<file path="src/rtl/bwc_pkg.sv">
package bwc_pkg;
  typedef enum logic [7:0] {
    ST_IDLE    = 8'h00,
    ST_CAPTURE = 8'h01,
    ST_DONE    = 8'h02
  } capState_t;

  // strobes from control to datapath
  typedef struct packed {
    logic loadLen;    // accept a new burst
    logic writeWord;  // write the current word
    logic clearOut;   // zero the memory-side outputs
  } capStrobe_t;
endpackage

</file>
<file path="src/rtl/bwc_control.sv">
module bwc_control
  import bwc_pkg::*;
(
  input  logic       clk,
  input  logic       rst,
  input  logic       start,
  input  logic       validEdge,
  input  logic       lastWord,
  input  logic       lenZero,
  output capStrobe_t strobe,
  output logic       busy
);
  capState_t state;

  always_comb begin
    strobe.loadLen   = (state == ST_IDLE) && start;
    strobe.writeWord = (state == ST_CAPTURE) && validEdge;
    strobe.clearOut  = (state == ST_DONE);
  end

  always_ff @(posedge clk) begin
    if (rst) begin
      state <= ST_IDLE;
      busy  <= 1'b0;
    end else begin
      case (state)
        ST_IDLE: if (start) begin
          busy  <= 1'b1;
          state <= lenZero ? ST_DONE : ST_CAPTURE;
        end
        ST_CAPTURE: if (validEdge && lastWord) state <= ST_DONE;
        ST_DONE: begin
          busy  <= 1'b0;
          state <= ST_IDLE;
        end
        default: state <= ST_IDLE;
      endcase
    end
  end


  start_busy_chk: assert property (@(posedge clk) disable iff (rst)
    (state == ST_IDLE && start) |=> busy);


  done_return_chk: assert property (@(posedge clk) disable iff (rst)
    (state == ST_DONE) |=> (state == ST_IDLE && !busy));
endmodule

</file>
<file path="src/rtl/bwc_datapath.sv">
module bwc_datapath
  import bwc_pkg::*;
#(
  parameter int DATA_W  = 16,
  parameter int ADDR_W  = 16,
  parameter int COUNT_W = 16
) (
  input  logic               clk,
  input  logic               rst,
  input  capStrobe_t         strobe,
  input  logic [COUNT_W-1:0] burstCount,
  input  logic               dataValid,
  input  logic [DATA_W-1:0]  rdData,
  output logic               validEdge,
  output logic               lastWord,
  output logic               lenZero,
  output logic               memWe,
  output logic [DATA_W-1:0]  memData,
  output logic [ADDR_W-1:0]  memAddr
);
  localparam int CW1 = COUNT_W + 1;

  logic               prevValid;
  logic [COUNT_W-1:0] lenReg;
  logic [COUNT_W-1:0] wordCnt;
  logic [ADDR_W-1:0]  nextAddr;
  logic [CW1-1:0]     cntPlusOne;

  assign validEdge  = dataValid && !prevValid;
  assign cntPlusOne = {1'b0, wordCnt} + CW1'(1);
  assign lastWord   = (cntPlusOne == {1'b0, lenReg});
  assign lenZero    = (burstCount == '0);

  always_ff @(posedge clk) begin
    if (rst) begin
      prevValid <= 1'b0;
      lenReg    <= '0;
      wordCnt   <= '0;
      nextAddr  <= '0;
      memWe     <= 1'b0;
      memData   <= '0;
      memAddr   <= '0;
    end else begin
      prevValid <= dataValid;
      memWe     <= strobe.writeWord;
      if (strobe.loadLen) begin
        lenReg   <= burstCount;
        wordCnt  <= '0;
        nextAddr <= '0;
      end
      if (strobe.writeWord) begin
        memData  <= rdData;
        memAddr  <= nextAddr;
        nextAddr <= nextAddr + ADDR_W'(1);
        wordCnt  <= wordCnt + COUNT_W'(1);
      end
      if (strobe.clearOut) begin
        memData <= '0;
        memAddr <= '0;
        wordCnt <= '0;
      end
    end
  end


  data_capture_chk: assert property (@(posedge clk) disable iff (rst)
    memWe |-> (memData == $past(rdData)));


  no_overrun_chk: assert property (@(posedge clk) disable iff (rst)
    wordCnt <= lenReg);
endmodule

</file>
<file path="src/rtl/burst_word_capture.sv">
module burst_word_capture
  import bwc_pkg::*;
#(
  parameter int DATA_W  = 16,
  parameter int ADDR_W  = 16,
  parameter int COUNT_W = 16
) (
  input  logic               clk,
  input  logic               rst,
  input  logic               start,
  input  logic [COUNT_W-1:0] burstCount,
  input  logic               dataValid,
  input  logic [DATA_W-1:0]  rdData,
  output logic               busy,
  output logic               memWe,
  output logic [DATA_W-1:0]  memData,
  output logic [ADDR_W-1:0]  memAddr
);
  capStrobe_t strobe;
  logic validEdge, lastWord, lenZero;

  bwc_control ctrl_i (
    .clk(clk), .rst(rst), .start(start), .validEdge(validEdge),
    .lastWord(lastWord), .lenZero(lenZero), .strobe(strobe), .busy(busy)
  );

  bwc_datapath #(.DATA_W(DATA_W), .ADDR_W(ADDR_W), .COUNT_W(COUNT_W)) dp_i (
    .clk(clk), .rst(rst), .strobe(strobe), .burstCount(burstCount),
    .dataValid(dataValid), .rdData(rdData), .validEdge(validEdge),
    .lastWord(lastWord), .lenZero(lenZero), .memWe(memWe),
    .memData(memData), .memAddr(memAddr)
  );


  we_busy_chk: assert property (@(posedge clk) disable iff (rst)
    memWe |-> busy);


  we_pulse_chk: assert property (@(posedge clk) disable iff (rst)
    memWe |=> !memWe);
endmodule

</file>
<file path="config.mk">
export PLATFORM = sky130hd
export DESIGN_NAME = burst_word_capture
export DESIGN_NICKNAME = d
export VERILOG_FILES = /design/src/rtl/bwc_pkg.sv /design/src/rtl/bwc_control.sv /design/src/rtl/bwc_datapath.sv /design/src/rtl/burst_word_capture.sv
export SDC_FILE = /design/constraint.sdc
export NUM_CORES = 1
export LEC_CHECK = 0
export BUFFER_PORTS_ARGS = -buffer_cell sky130_fd_sc_hd__buf_2
export CAP_MARGIN = 40
export CORE_MARGIN = 2
export CORE_UTILIZATION = 56
export CTS_BUF_LIST = sky130_fd_sc_hd__clkbuf_16
export DETAILED_ROUTE_END_ITERATION = 16
export PLACE_DENSITY_LB_ADDON = 0.1
export REMOVE_ABC_BUFFERS = 1
export SYNTH_ARGS = -nofsm -noshare
export SYNTH_HDL_FRONTEND = slang
export SYNTH_SLANG_ARGS = --single-unit
</file>
<file path="constraint.sdc">
create_clock -name clk -period 2.4 [get_ports clk]
set_input_delay 0.12 -clock clk [delete_from_list [all_inputs] [get_ports clk]]
set_output_delay 0.12 -clock clk [all_outputs]
set_load 0.1 [all_outputs]
</file>
# After elaboration in Yosys (flattened, before gate mapping)
# Index checks and enable logic that the tools add are counted.
# word_totals
inputBits	36
reg_bits	91
word_cells	38
# op_classes
eq_ne	5
add_sub_neg	3
n_reduce_logical	12
mux	9
# ops
operator	n
2-to-1 mux 16 bit	3
adder 16 x 1 -> 16 bit, second input constant	2
adder 16 x 1 -> 17 bit, second input constant	1
== test 17 x 16 -> 1 bit	1
logical NOT 16 bit	1
2-to-1 mux 8 bit	2
case mux 8 bit (2 select lines)	1
== test 8 x 1 -> 1 bit, second input constant	1
== test 8 x 2 -> 1 bit, second input constant	1
logical NOT 8 bit	1
logical AND 1 bit	4
!= test 2 bit, second input constant	2
AND reduction 2 bit	2
nonzero test 2 bit	2
2-to-1 mux 2 bit	1
case mux 1 bit (2 select lines)	1
OR reduction 2 bit	1
logical NOT 1 bit	1
2-to-1 mux 1 bit	1

# Longest topological paths before layout
# logic_depth
depth_word	5
ltp_mapped	8
mapped_depth_nobuf	7

# Hierarchy
# Synthesis repeated with hierarchy kept, for this count alone.
# unflattened
hier_cells	424
area_unflattened_um2	3873.7
# by_module_without_submodules
module	instances	cells_per_inst	area_each_um2	seq_area_each_um2
bwc_datapath	1	409	3734.8	1641.6
bwc_control	1	15	138.9	60.1

# Worst setup path before layout
# OpenSTA, ideal clock, no wires.
# synth_path
path_type	reg2reg
startpoint	reg dp_i.wordCnt[0]
endpoint	reg ctrl_i.state[1]
path_slack_ns	0.418
arrival_time_ns	1.868
period_less_slack_ns	1.982
required_ns	2.286
setup_time_ns	0.114
path_buffers	0
stages_incl_launch_ff	8
cell_sequence	dfxtp_1 -> ha_1 -> nand3_1 -> nor3_1 -> mux2i_1 -> nor4_2 -> and4b_1 -> a21o_1
# synth_via
elab_chain_len	5
# synth_rtl
element	line_no	source
from (decl)	bwc_datapath.sv:25	logic [COUNT_W-1:0] wordCnt;
from (signal assigned)	bwc_datapath.sv:55	wordCnt <= wordCnt + COUNT_W'(1);
adder 16 x 1 -> 17 bit	bwc_datapath.sv:30	assign cntPlusOne = {1'b0, wordCnt} + CW1'(1);
== test 17 x 16 -> 1 bit	bwc_datapath.sv:31	assign lastWord = (cntPlusOne == {1'b0, lenReg});
logical AND 1 bit	bwc_control.sv:31	ST_CAPTURE: if (validEdge && lastWord) state <= ST_DONE;
!= test 2 bit (no line)	--	
AND reduction 2 bit (no line)	--	
to (signal assigned)	bwc_control.sv:29	state <= lenZero ? ST_DONE : ST_CAPTURE;
to (decl)	bwc_control.sv:13	capState_t state;
# No other way between the ends.
# A chain may end at the register's enable or synchronous reset.

# Worst setup path in the final report
# layout_path
startpoint	reg dp_i.wordCnt[0]
endpoint	reg ctrl_i.state[0]
# The elaborated chain is that of the path after synthesis.

==> metrics.yaml <==
clock_tree:
  clk_pin_slew_ps: 60
  cts_tree: "done"
  cts_sinks: 85
  clock_path_buffers: 2
  cts_setup_buffers: 0
  clockRootBuffer: "clkbuf_16"
  cts_buffers: 9
  insertion_delay_ps: 340
  ctsHoldBuffers: 0
  htreeDepth: 3
worst_setup_path:
  critPathKind: "reg -> reg"
  path_max_fanout: 7
  critPathSlowestCell: "dfxtp_1"
  rrSetupSlack_ps: 180
  cp-start-kind: "register"
  endpoint: "ctrl_i.state[0]$_SDFFE_PP0P_"
  cp.arrival_ps: 2430
  cp-end-kind: "register"
  reg2reg_from: "dp_i.wordCnt[0]$_SDFFE_PP0P_"
  reg2regPathDepth: 7
  cp.required_ps: 2610
  reg2reg_to: "ctrl_i.state[0]$_SDFFE_PP0P_"
  slowest_delay_ps: 460
  cp_cell_sequence: "ha_2 -> xor2_1 -> a2111oi_1 -> o2111ai_1 -> nor4_2 -> and4b_1 -> o41ai_2"
  crit_start: "dp_i.wordCnt[0]$_SDFFE_PP0P_"
synthesis:
  netlist_area_um2: 3980
  synth-edff-count: 0
  synth_flop_cell: "dfxtp_1"
  synth_cell_types: 57
  async_flop_share_pct: 0
  yosys_warnings: 0
  synth_cells: 504
  ys_seq_elements: 85
  syn_area_per_cell_um2: 7.89
  ys_seq_area_share_pct: 42.8
cells_and_area:
  final_cell_mix: "121 x nand2_1, 85 x dfxtp_1, 69 x buf_2, 68 x a21oi_1, 39 x nor2_1"
  finish.utilization_pct: 67.8
  diodes: 0
  drive_gt1_share_pct: 20.2
  nFillCells: 592
  nets: 596
  stdcell_area_um2: 4630
  fin_cells: 659
  final_common_cell: "nand2_1"
  syn_to_final_growth_pct: 16.4
floorplan:
  fp.coreArea_um2: 6830
  die_w_um: 88.3
  rows: 30
  io_pins: 70
  die_h_um: 88.3
  start_util_pct: 58.2
  die-area_um2: 7800
place:
  placed_cells: 643
  dpl-instance-area_um2: 4330
  hpwlAfterDp_mm: 6.49
  gp_congestion: 0.878
  portBuffers: 69
sta:
  skew_ps: 7.19
  hold_slack_ps: 13.7
  setup_viol: 0
  fmax_ghz: 0.451
  tns_ps: 0
  rsz0062_at_grt: "no"
  finalHoldViolCount: 0
  slew_violations: 0
  fin_crit_ps: 2220
  post-route-period-util_pct: 92.3
  worst_pin_slew_ps: 601
  maxSlewHeadroom_pct: 59.6
drt:
  routed_wl_mm: 9.53
  routedWlPerCell_um: 14.5
  ant_nets: 0
  drtIter0Drc: 223
  drt_first_pass_iters: 4
  via_per_inst: 5.50
  dr_total_vias: 3624
  drc: 0
pwr:
  peakVddDrop_uv: 487
  p_sw_uw: 873
  clock_power_share_pct: 42.8
  p_int_mw: 2.36
  p_comb_share_pct: 11.5
  p_seq_share_pct: 45.7
  power.density_cell_area_nw_per_um2: 698
  swShare_pct: 27.0
  p_leak_nw: 1.77
global_routing:
  track_usage_pct: 25.7
  antenna_found_initial: 0
  grt_pass1_vias: 3303
  grt_pass1_wl_mm: 15.7
  grt_overflow: 0
  grt_max_degree: 54
run:
  cap_violations: 0
run_status:
  status: "finished clean"
min_path:
  hold_class: "in -> reg"
==> worst min path at each step <==
| stage | start | endpoint | slack (ps) | cells after the start |
|---|---|---|---|---|
| after floorplan | rst | dp_i.lenReg[0]$_SDFFE_PP0P_ | 190 | 1 |
| after global placement | rdData[15] | dp_i.memData[15]$_SDFFE_PP0P_ | 360 | 3 |
| after detailed placement | rdData[2] | dp_i.memData[2]$_SDFFE_PP0P_ | 370 | 3 |
| after CTS | rdData[2] | dp_i.memData[2]$_SDFFE_PP0P_ | 4 | 3 |
| after global routing | rdData[2] | dp_i.memData[2]$_SDFFE_PP0P_ | 10 | 3 |
| final | rdData[2] | dp_i.memData[2]$_SDFFE_PP0P_ | 10 | 3 |
==> final cells by class <==
type / count / area (µm²) / area share, %
clock buffer: 9 / 225 / 4.86
multi-input combinational: 379 / 2080 / 44.9
timing repair buffer: 78 / 413 / 8.91
inverter: 5 / 18.8 / 0.405
sequential: 85 / 1700 / 36.7
clock inverter: 7 / 73.8 / 1.59
tap: 96 / 120 / 2.59
==> state kept, by name (all words and copies together) (netlist names) <==
name,cells
dp_i.lenReg,16
dp_i.memAddr,16
dp_i.memData,16
dp_i.nextAddr,16
dp_i.wordCnt,16
ctrl_i.state,2
ctrl_i.busy,1
dp_i.memWe,1
dp_i.prevValid,1
==> what timing repair did <==
action | 4_1_cts | 5_1_grt
endpoints found under the setup margin | 0 | 2
hold endpoints to repair | 0 | 0
gates resized for setup | 0 | 3
==> power by group through the flow <==
stage | clock network (mW) | registers (mW) | logic [mW]
after CTS | 1.42 | 1.48 | 0.374
final | 1.38 | 1.48 | 0.372
after global routing | 1.48 | 1.48 | 0.404
after detailed placement | 0 | 1.51 | 0.372
after floorplan | 0 | 1.60 | 0.152
after global placement | 0 | 1.51 | 0.369
==> cells by family (layout without fill, tap and decap cells) <==
kind of cell | count (synthesis) | count (layout) | share of synthesized area, %
AND/OR/NAND/NOR | 239 | 239 | 28.8
AO/OA/AOI/OAI | 114 | 114 | 17.0
flip-flops | 85 | 85 | 42.8
buffers and inverters | 40 | 99 | 5.16
XOR/XNOR | 18 | 18 | 3.96
multiplexers | 6 | 6 | 1.64
adder cells (fa/ha/maj) | 2 | 2 | 0.629
==> cell usage after synthesis, types with 6 or more instances <==
cell	instances	share of area (%)
xnor2_1	13	2.9
nor2_1	39	3.7
nor4_1	6	0.94
clkbuf_1	21	2.0
nor3_1	9	1.1
o21ai_0	13	1.6
nand3_1	14	1.8
dfxtp_1	85	43
nand2_1	121	11
nand4_1	7	1.1
buf_6	6	1.7
a21oi_1	68	8.6
==> through the flow <==
| step | setup WS [ps] | power [mW] |
|---|---|---|
| after floorplan | 176 | 1.75 |
| final | 184 | 3.23 |
| after CTS | 136 | 3.27 |
| after global routing | 37.2 | 3.36 |
| after global placement | 245 | 1.88 |
| after detailed placement | 144 | 1.88 |
==> metal layers <==
metal  up-vias  wire length, µm  share of wire [%]  GRT usage, %
met2        74             4680                 49          43.6
met4         0              147                1.5          9.37
met5         -                0                  0             0
li1       1861                -                  -             -
met3        11              422                4.4          4.57
met1      1678             4280                 45          32.8
==> worst max-delay path, delay by kind of cell, from the launching register on <==
family                   cells  cell delay, ps
flip-flops                   1             460
XOR/XNOR                     1             140
AO/OA/AOI/OAI                3             580
adder cells (fa/ha/maj)      1             330
AND/OR/NAND/NOR              2             570
Note: power is estimated with default switching activity, not from simulation.
